<file path="config.mk">
export PLATFORM = sky130hd
export DESIGN_NAME = efifo_retry
export DESIGN_NICKNAME = d
export VERILOG_FILES = /design/src/rtl/efifo_pkg.sv /design/src/rtl/efifo_store.sv /design/src/rtl/efifo_wr_ctl.sv /design/src/rtl/efifo_rd_ctl.sv /design/src/rtl/efifo_retry.sv
export SDC_FILE = /design/constraint.sdc
export NUM_CORES = 1
export LEC_CHECK = 0
export BUFFER_PORTS_ARGS = -buffer_cell sky130_fd_sc_hd__buf_2
export CORE_MARGIN = 1.5
export CORE_UTILIZATION = 60
export CTS_CLUSTER_DIAMETER = 30
export DETAILED_ROUTE_END_ITERATION = 8
export PLACE_DENSITY = 0.77
export SETUP_SLACK_MARGIN = 0.1
export SLEW_MARGIN = 20
export SYNTH_ARGS = -nofsm -noshare
export SYNTH_HDL_FRONTEND = slang
export SYNTH_SLANG_ARGS = --single-unit
</file>
<file path="constraint.sdc">
create_clock -name clk -period 16.85 [get_ports clk]
set_clock_uncertainty 0.1 [all_clocks]
set_input_delay 3.37 -clock clk [delete_from_list [all_inputs] [get_ports clk]]
set_output_delay 3.37 -clock clk [all_outputs]
set_load 0.03 [all_outputs]
</file>
<file path="src/rtl/efifo_pkg.sv">
package efifo_pkg;
    localparam int unsigned EF_DEPTH_DEF   = 128;
    localparam int unsigned EF_DATA_W_DEF  = 8;
    localparam int unsigned EF_MAX_PKT_DEF = 64;

    // Width of a pointer or count: one wrap bit above the address.
    function automatic int unsigned ef_cnt_w(input int unsigned depth);
        return $clog2(depth) + 1;
    endfunction
endpackage

</file>
<file path="src/rtl/efifo_store.sv">
module efifo_store #(
    parameter int unsigned DEPTH  = 128,
    parameter int unsigned DATA_W = 8,
    localparam int unsigned AW    = $clog2(DEPTH)
) (
    input  logic              clk,
    input  logic              we,
    input  logic [AW-1:0]     waddr,
    input  logic [DATA_W-1:0] wdata,
    input  logic              wtag,
    input  logic [AW-1:0]     raddr,
    output logic [DATA_W-1:0] rdata,
    output logic              rtag
);
    logic [DATA_W:0] mem_q [DEPTH];

    always_ff @(posedge clk) begin
        if (we) mem_q[waddr] <= {wtag, wdata};
    end

    assign {rtag, rdata} = mem_q[raddr];
endmodule

</file>
<file path="src/rtl/efifo_wr_ctl.sv">
module efifo_wr_ctl #(
    parameter int unsigned CW = 8
) (
    input  logic          clk,
    input  logic          rst_n,
    input  logic          wr_en,
    input  logic          wr_eof,
    input  logic          wr_commit,
    input  logic          wr_discard,
    input  logic [CW-1:0] cap,
    input  logic [CW-1:0] rd_base,
    output logic [CW-1:0] work_ptr,
    output logic [CW-1:0] comm_ptr,
    output logic          push,
    output logic          overflow,
    output logic [CW-1:0] commit_tags,
    output logic [CW-1:0] free_cnt
);
    typedef struct packed {
        logic [CW-1:0] work;
        logic [CW-1:0] comm;
        logic [CW-1:0] tags;
    } wst_t;

    wst_t          s_q, s_d;
    logic [CW-1:0] used;
    logic          full;

    always_comb begin
        used        = s_q.work - rd_base;
        full        = used >= cap;
        push        = wr_en && !wr_discard && !full;
        overflow    = wr_en && !wr_discard && full;
        free_cnt    = full ? '0 : cap - used;
        commit_tags = '0;
        s_d         = s_q;
        if (wr_discard) begin
            s_d.work = s_q.comm;
            s_d.tags = '0;
        end else begin
            s_d.work = s_q.work + CW'(push);
            s_d.tags = s_q.tags + CW'(push && wr_eof);
            if (wr_commit) begin
                s_d.comm    = s_d.work;
                commit_tags = s_d.tags;
                s_d.tags    = '0;
            end
        end
    end

    always_ff @(posedge clk or negedge rst_n) begin
        if (!rst_n) s_q <= '0;
        else        s_q <= s_d;
    end

    assign work_ptr = s_q.work;
    assign comm_ptr = s_q.comm;

    AST_DISCARD_RESTORES: assert property (@(posedge clk) disable iff (!rst_n)
        wr_discard |=> s_q.work == $past(s_q.comm));
    AST_COMMIT_ALIGNS: assert property (@(posedge clk) disable iff (!rst_n)
        (wr_commit && !wr_discard) |=> s_q.comm == s_q.work);
    AST_DROP_HOLDS: assert property (@(posedge clk) disable iff (!rst_n)
        (overflow && !wr_commit) |=> s_q.work == $past(s_q.work));
endmodule

</file>
<file path="src/rtl/efifo_rd_ctl.sv">
module efifo_rd_ctl #(
    parameter int unsigned CW = 8
) (
    input  logic          clk,
    input  logic          rst_n,
    input  logic          rd_en,
    input  logic          rd_commit,
    input  logic          rd_rewind,
    input  logic [CW-1:0] wr_limit,
    input  logic          head_tag,
    output logic [CW-1:0] work_ptr,
    output logic [CW-1:0] comm_ptr,
    output logic          pop,
    output logic          underflow,
    output logic [CW-1:0] release_tags,
    output logic [CW-1:0] avail
);
    typedef struct packed {
        logic [CW-1:0] work;
        logic [CW-1:0] comm;
        logic [CW-1:0] tags;
    } rst_t;

    rst_t s_q, s_d;
    logic empty;

    always_comb begin
        avail        = wr_limit - s_q.work;
        empty        = avail == '0;
        pop          = rd_en && !rd_rewind && !empty;
        underflow    = rd_en && !rd_rewind && empty;
        release_tags = '0;
        s_d          = s_q;
        if (rd_rewind) begin
            s_d.work = s_q.comm;
            s_d.tags = '0;
        end else begin
            s_d.work = s_q.work + CW'(pop);
            s_d.tags = s_q.tags + CW'(pop && head_tag);
            if (rd_commit) begin
                s_d.comm     = s_d.work;
                release_tags = s_d.tags;
                s_d.tags     = '0;
            end
        end
    end

    always_ff @(posedge clk or negedge rst_n) begin
        if (!rst_n) s_q <= '0;
        else        s_q <= s_d;
    end

    assign work_ptr = s_q.work;
    assign comm_ptr = s_q.comm;

    AST_REWIND_RESTORES: assert property (@(posedge clk) disable iff (!rst_n)
        rd_rewind |=> s_q.work == $past(s_q.comm));
    AST_EMPTY_READ_STILL: assert property (@(posedge clk) disable iff (!rst_n)
        underflow |=> s_q.work == $past(s_q.work));
endmodule

</file>
<file path="src/rtl/efifo_retry.sv">
module efifo_retry
    import efifo_pkg::*;
#(
    parameter int unsigned DEPTH   = EF_DEPTH_DEF,
    parameter int unsigned DATA_W  = EF_DATA_W_DEF,
    parameter int unsigned MAX_PKT = EF_MAX_PKT_DEF,
    localparam int unsigned AW     = $clog2(DEPTH),
    localparam int unsigned CW     = ef_cnt_w(DEPTH)
) (
    input  logic              clk,
    input  logic              rst_n,
    input  logic              dbl_mode,
    input  logic              wr_en,
    input  logic [DATA_W-1:0] wr_data,
    input  logic              wr_eof,
    input  logic              wr_commit,
    input  logic              wr_discard,
    input  logic              rd_en,
    input  logic              rd_commit,
    input  logic              rd_rewind,
    output logic [DATA_W-1:0] rd_data,
    output logic              rd_eof,
    output logic [CW-1:0]     bytes_avail,
    output logic [CW-1:0]     bytes_free,
    output logic              eof_present,
    output logic              err
);
    typedef struct packed {
        logic [CW-1:0] eof_cnt;
        logic          err;
    } top_t;

    top_t              t_q, t_d;
    logic [CW-1:0]     cap;
    logic [CW-1:0]     w_work, w_comm, r_work, r_comm;
    logic [CW-1:0]     commit_tags, release_tags;
    logic              push, pop, overflow, underflow;
    logic [DATA_W-1:0] head_data;
    logic              head_tag;

    assign cap = dbl_mode ? CW'(2 * MAX_PKT) : CW'(MAX_PKT);

    efifo_store #(.DEPTH(DEPTH), .DATA_W(DATA_W)) u_store (
        .clk   (clk),
        .we    (push),
        .waddr (w_work[AW-1:0]),
        .wdata (wr_data),
        .wtag  (wr_eof),
        .raddr (r_work[AW-1:0]),
        .rdata (head_data),
        .rtag  (head_tag)
    );

    efifo_wr_ctl #(.CW(CW)) u_wr (
        .clk         (clk),
        .rst_n       (rst_n),
        .wr_en       (wr_en),
        .wr_eof      (wr_eof),
        .wr_commit   (wr_commit),
        .wr_discard  (wr_discard),
        .cap         (cap),
        .rd_base     (r_comm),
        .work_ptr    (w_work),
        .comm_ptr    (w_comm),
        .push        (push),
        .overflow    (overflow),
        .commit_tags (commit_tags),
        .free_cnt    (bytes_free)
    );

    efifo_rd_ctl #(.CW(CW)) u_rd (
        .clk          (clk),
        .rst_n        (rst_n),
        .rd_en        (rd_en),
        .rd_commit    (rd_commit),
        .rd_rewind    (rd_rewind),
        .wr_limit     (w_comm),
        .head_tag     (head_tag),
        .work_ptr     (r_work),
        .comm_ptr     (r_comm),
        .pop          (pop),
        .underflow    (underflow),
        .release_tags (release_tags),
        .avail        (bytes_avail)
    );

    always_comb begin
        t_d         = t_q;
        t_d.eof_cnt = t_q.eof_cnt + commit_tags - release_tags;
        t_d.err     = t_q.err | overflow | underflow;
    end

    always_ff @(posedge clk or negedge rst_n) begin
        if (!rst_n) t_q <= '0;
        else        t_q <= t_d;
    end

    assign rd_data     = (bytes_avail == '0) ? '0 : head_data;
    assign rd_eof      = (bytes_avail != '0) && head_tag;
    assign eof_present = t_q.eof_cnt != '0;
    assign err         = t_q.err;

    AST_AVAIL_LE_HELD: assert property (@(posedge clk) disable iff (!rst_n)
        (w_comm - r_work) <= (w_work - r_comm));
    AST_EOF_NEEDS_DATA: assert property (@(posedge clk) disable iff (!rst_n)
        eof_present |-> (w_comm != r_comm));
    AST_OVERFLOW_FLAGS: assert property (@(posedge clk) disable iff (!rst_n)
        overflow |=> err);
    AST_ERR_STICKY: assert property (@(posedge clk) disable iff (!rst_n)
        err |=> err);
    AST_POP_ONLY_COMMITTED: assert property (@(posedge clk) disable iff (!rst_n)
        pop |-> (w_comm != r_work));
endmodule

</file>
Yosys cells after proc, flatten, opt, wreduce, memory -nomap -nowiden. Memories as Yosys holds them, arrays and structs flattened. Cells that the tools add are included.

Register bits after elaboration: 57. Bits in writable memories: 1152. Input bits: 18. Output and inout port bits: 27. Memories kept: 1.

Memory list: u_store.mem_q (words 128, width 9, rd ports 1, clocked after memory_dff 0, wr ports 1, RTL line efifo_store.sv:15) `logic [DATA_W:0] mem_q [DEPTH];`.

Add/subtract/negate cells: 9. Magnitude comparators: 1. Mux-type cells: 15. Bitwise operators: 4. Reductions and logical operators: 18.

Operators by type and width (count): $mux W8 (13); $add A8 B1 Y8 (4); $sub A8 B8 Y8 (4); $reduce_bool A8 Y1 (2); $logic_and A1 B1 Y1 (9); $add A8 B8 Y8 (1); $ge A8 B8 Y1 (1); $logic_not A8 Y1 (1); $logic_not A1 Y1 (4); $reduce_and A2 Y1 (2); $mux W1 (2); $not A1 Y1 (2); $or A1 B1 Y1 (2).

Depth between registers and ports, before layout.
Depth in word-level cells: 10. Mapped depth: 27. Mapped depth without buffers: 27.

Modules after synthesis. From an unflattened synthesis, not the netlist that was laid out.

Cells, all modules: 2285. Area total of the unflattened synthesis: 48899.4 µm².

Modules (own cells, without submodules): efifo_store (times used 1, cells an instance 1807, area an instance 44348.8 µm²); efifo_wr_ctl (times used 1, cells an instance 215, area an instance 2001.9 µm²); efifo_rd_ctl (times used 1, cells an instance 170, area an instance 1701.6 µm²); efifo_retry (times used 1, cells an instance 93, area an instance 847.1 µm²).

Least setup slack after synthesis. No wires, ideal clock.

Path type: input to output. Start: input port dbl_mode. End: output port bytes_free[5]. Arrival time: 4760 ps. Slack: 8620 ps. Cell stages on the path: 4. Buffers on the path: 0. Cell sequence: ha_1 > a21oi_1 > a21o_1 > nor3_1.

Cells in the longest elaborated chain, start to end: 3.

Ends and longest elaborated chain: start: declaration (RTL line efifo_retry.sv:12) `input logic dbl_mode,`; $mux W8 (RTL line efifo_retry.sv:41) `assign cap = dbl_mode ? CW'(2 * MAX_PKT) : CW'(MAX_PKT);`; $ge A8 B8 Y1 (RTL line efifo_wr_ctl.sv:31) `full = used >= cap;`; $mux W8 (RTL line efifo_wr_ctl.sv:34) `free_cnt = full ? '0 : cap - used;`; end: declaration (RTL line efifo_retry.sv:24) `output logic [CW-1:0] bytes_free,`.

Every way passes these cells.

Worst setup path in the final report.
Start: register u_rd.s_q, in the netlist u_rd.work_ptr[2]. End: output port rd_data[5].

Cells in the longest elaborated chain, start to end: 3. Elaborated cells on any way between the ends: 4. Classes of those cells: 1 x add/sub; 1 x mux; 1 x reduce/logical; 1 x memory.

Ends and longest elaborated chain: start: declaration (RTL line efifo_rd_ctl.sv:24) `rst_t s_q, s_d;`; start signal: assignment (RTL line efifo_rd_ctl.sv:49) `if (!rst_n) s_q <= '0;`; start signal: assignment (RTL line efifo_rd_ctl.sv:50) `else s_q <= s_d;`; $sub A8 B8 Y8 (RTL line efifo_rd_ctl.sv:28) `avail = wr_limit - s_q.work;`; $logic_not A8 Y1 (RTL line efifo_retry.sv:98) `assign rd_data = (bytes_avail == '0) ? '0 : head_data;`; $mux W8 (*) (RTL line efifo_retry.sv:98); end: declaration (RTL line efifo_retry.sv:21) `output logic [DATA_W-1:0] rd_data,`.

Every way passes the cells marked *; elsewhere a longest branch is shown, timed or not.

==> impl_metrics.csv <==
group,metric,value,unit
timing,worstMarginPinSlew,1.18,ns
grt,grt_max_degree,126,
grt,grt_util_met3,8.74,%
logic_synthesis,ys_warn_count,0,
logic_synthesis,ys.flop_type,"edfxtp_1",
routing,ant_nets,0,
logic_synthesis,yosysSeqAreaShare,73.7,%
hold_path,hold_path_end,"err",
grt,first_global_vias,27800,
logic_synthesis,netlist_instances,2610,
timing,max-slew-margin-rel,20.8,%
timing,layout_min_cycle_time,8.87,ns
timing,fmax,113,MHz
logic_synthesis,synth_area_per_cell,18.7,µm²
final_layout,area_growth,15.5,%
grt,grt.total_usage,32.1,%
floorplan,die_h,288,µm
floorplan,core_area,80500,µm²
logic_synthesis,netlist_area,48900,µm²
grt,met1_usage,41.9,%
clock_tree,cts_buffers,183,
setup_path,crit_type,"reg -> out",
timing,setup_violations,0,
clock_tree,root_buffer,"clkbuf_16",
setup_path,cp_common_cell,"buf_4",
timing,whs,0.366,ns
hold_path,worstHoldStart,"err",
timing,min_period_over_period,52.6,%
setup_path,cpMaxStageDelayCell,"buf_4",
final_layout,drive_gt1_share,23.4,%
logic_synthesis,synth-seq-cells,1209,
hold_path,hold-path-cell-count,1,
timing,tns,0,ns
setup_path,start_kind,"flip-flop",
grt,antenna_found_initial,4,
floorplan,chipWidth,288,µm
final_layout,final_core_util,70.0,%
place,hpwl,74500,µm
clock_tree,cts_htree_levels,4,
setup_path,r2r.worst_path.cells,22,
routing,vias,27200,
logic_synthesis,synth.top_cell.area_share,70.8,%
grt,gr-max-usage-layer,"met2",
routing,drc_errors,0,
floorplan,rows,104,
routing,via_per_inst,6.87,
floorplan,initial_core_util,60.7,%
timing,rsz0062_at_grt,"false",
setup_path,rrSetupSlack,9.68,ns
place,portBuffers,44,
clock_tree,cts_tree,"done",
floorplan,boundaryPins,45,
pwr,pwr_density_cell,164,nW/µm²
flow_run,maxCapViolations,0,
logic_synthesis,synthArstFlopShare,4.71,%
clock_tree,clk_pin_slew,0.05,ns
final_layout,nFillCells,4624,
grt,met2_usage,50.4,%
floorplan,die_area,83200,µm²
logic_synthesis,synth_most_common_cell,"edfxtp_1",
clock_tree,insertion_delay,0.78,ns
grt,grt_pass1_wl,189000,µm
setup_path,r2r-start,"u_rd.work_ptr[2]",
setup_path,cp-end-kind,"primary output",
clock_tree,cts_num_sinks,1209,
place,postPlaceCellArea,49900,µm²
setup_path,cp_cell_sequence,"buf_4 > buf_4 > and3b_1 > buf_4 > a221oi_1 > o21ai_0 > o211ai_1 > a32oi_1 > nor2_1 > buf_2",
pwr,peakVddDrop,0.143,mV
logic_synthesis,ys_types,77,
routing,drt_iter0_drc,4187,
final_layout,fin_area,56400,µm²
pwr,p_leak,0.0186,µW
pwr,finalPower,9250,µW
setup_path,arrival,5.40,ns
clock_tree,postCtsSetupRepairBufs,0,
logic_synthesis,yosys-top-cells-area,"edfxtp_1, mux4_2, mux2i_1, dfrtp_1, nor2_1",
place,gp_congestion,0.955,
routing,firstDrtPassIters,6,
clock_tree,ctsResizeCount,0,
logic_synthesis,synth_edf_count,1152,
clock_tree,cts_hold_buf,0,
logic_synthesis,syn-num-nets,2671,
routing,avgRoutedWirePerCell,32.9,µm
logic_synthesis,synth_top_area_cell,"edfxtp_1",
setup_path,cp-startpoint,"u_rd.work_ptr[2]",
timing,finalHoldViolCount,0,
grt,gr-total-overflow,0,
setup_path,cp_max_fo,46,
setup_path,r2r-end,"t_q[8]",
logic_synthesis,synth_commonest_cells,"edfxtp_1, nor2_1, mux4_2",
setup_path,slowest_delay,0.69,ns
timing,maxSlewViolCount,0,
setup_path,required,13.38,ns
clock_tree,clockBufferDepth,3,
routing,wl,131000,µm
status,status,"complete, no violations",
final_layout,nNetsFinal,2801,
hold_path,hold_path_class,"reg -> reg",
power breakdown:
group | switching [µW] | leakage [µW] | internal (µW) | total, µW
clock | 1500 | 0.00308 | 2390 | 3900
combinational | 1180 | 0.00442 | 770 | 1950
sequential | 76.7 | 0.0111 | 3320 | 3400
per-stage QoR:
stage	std cells	setup slack [ns]
finish	3963	7.98
global route	3961	7.97
CTS	3959	8.15
detailed placement	3613	8.40
global placement	3613	8.52
floorplan	2610	8.62
area by class of cell:
| cell class | count | area, µm² | area share (%) |
|---|---|---|---|
| Antenna cell | 2 | 5.00 | 0.00887 |
| Tap cell | 1060 | 1330 | 2.35 |
| Timing Repair Buffer | 87 | 611 | 1.08 |
| Clock buffer | 195 | 4630 | 8.22 |
| Multi-Input combinational cell | 1219 | 11800 | 21.0 |
| Sequential cell | 1209 | 36000 | 63.9 |
| Clock inverter | 151 | 1830 | 3.24 |
| Inverter | 40 | 150 | 0.266 |
registers in the layout (all words and copies together) (netlist names):
| signal | flops |
|---|---|
| u_rd.work_ptr | 8 |
| u_wr.comm_ptr | 8 |
| u_rd.comm_ptr | 8 |
| u_rd.s_q | 8 |
| u_wr.s_q | 8 |
| u_store.mem_q | 1152 |
| err | 1 |
| u_wr.work_ptr | 8 |
| t_q | 8 |
worst max-delay path, delay by kind of cell (launching register included):
family | cells | cell delay, ns
AND/OR/NAND/NOR | 2 | 0.85
AO/OA/AOI/OAI | 4 | 1.18
flip-flops | 1 | 0.61
buffers and inverters | 4 | 1.95
cells in the final DEF, fill, tap and decap left out, drive strengths merged, types with 6 or more instances in the layout:
master    Yosys  layout
o21ai        36      36
mux2         28      28
a21oi        48      48
mux4        214     214
o221ai        7       7
clkbuf       48     195
clkinv        0      68
o22a         10      10
nor2b        20      20
nand3        41      41
nand2       108     108
nor2        211     211
edfxtp     1152    1152
o2111ai      10      10
nor3         11      11
nor4         12      12
and3          6       6
bufinv        0      22
dfrtp        57      57
clkinvlp      0      26
ha           34      34
a31oi         7       7
mux2i       143     143
inv          40      75
nand2b        8       8
a22oi        50      50
xor2         21      21
and2          7       7
buf          94      87
nand4         9       9
xnor2        28      28
o22ai        44      44
fa            9       9
a221oi        9       9
o211ai       18      18
a211oi       15      15
layer usage:
layer | vias to the layer above | share of wire, %
li1 | 10800 | -
met1 | 13900 | 35
met2 | 2079 | 48
met3 | 434 | 12
met4 | 0 | 5.5
met5 | - | 0
logic make-up after synthesis:
kind of cell	Yosys count	synth area share, %
xor gates and xnor gates	49	0.894
DFF	1209	73.7
and+or+nand+nor	454	4.23
muxes	385	13.6
adders and majority gates	43	1.24
buffers and inverters	182	2.24
AOI/OAI and AO/OA	288	4.12
how the worst max path moves through the flow:
stage                         end  slack [ns]  cells past startpoint
floorplan           bytes_free[5]        8.62                      4
global placement    bytes_free[1]        8.52                      6
detailed placement  bytes_free[1]        8.40                      6
CTS                    rd_data[5]        8.15                     10
global route           rd_data[5]        7.97                     10
finish                 rd_data[5]        7.98                     10
(Power assumes the default switching activity.)
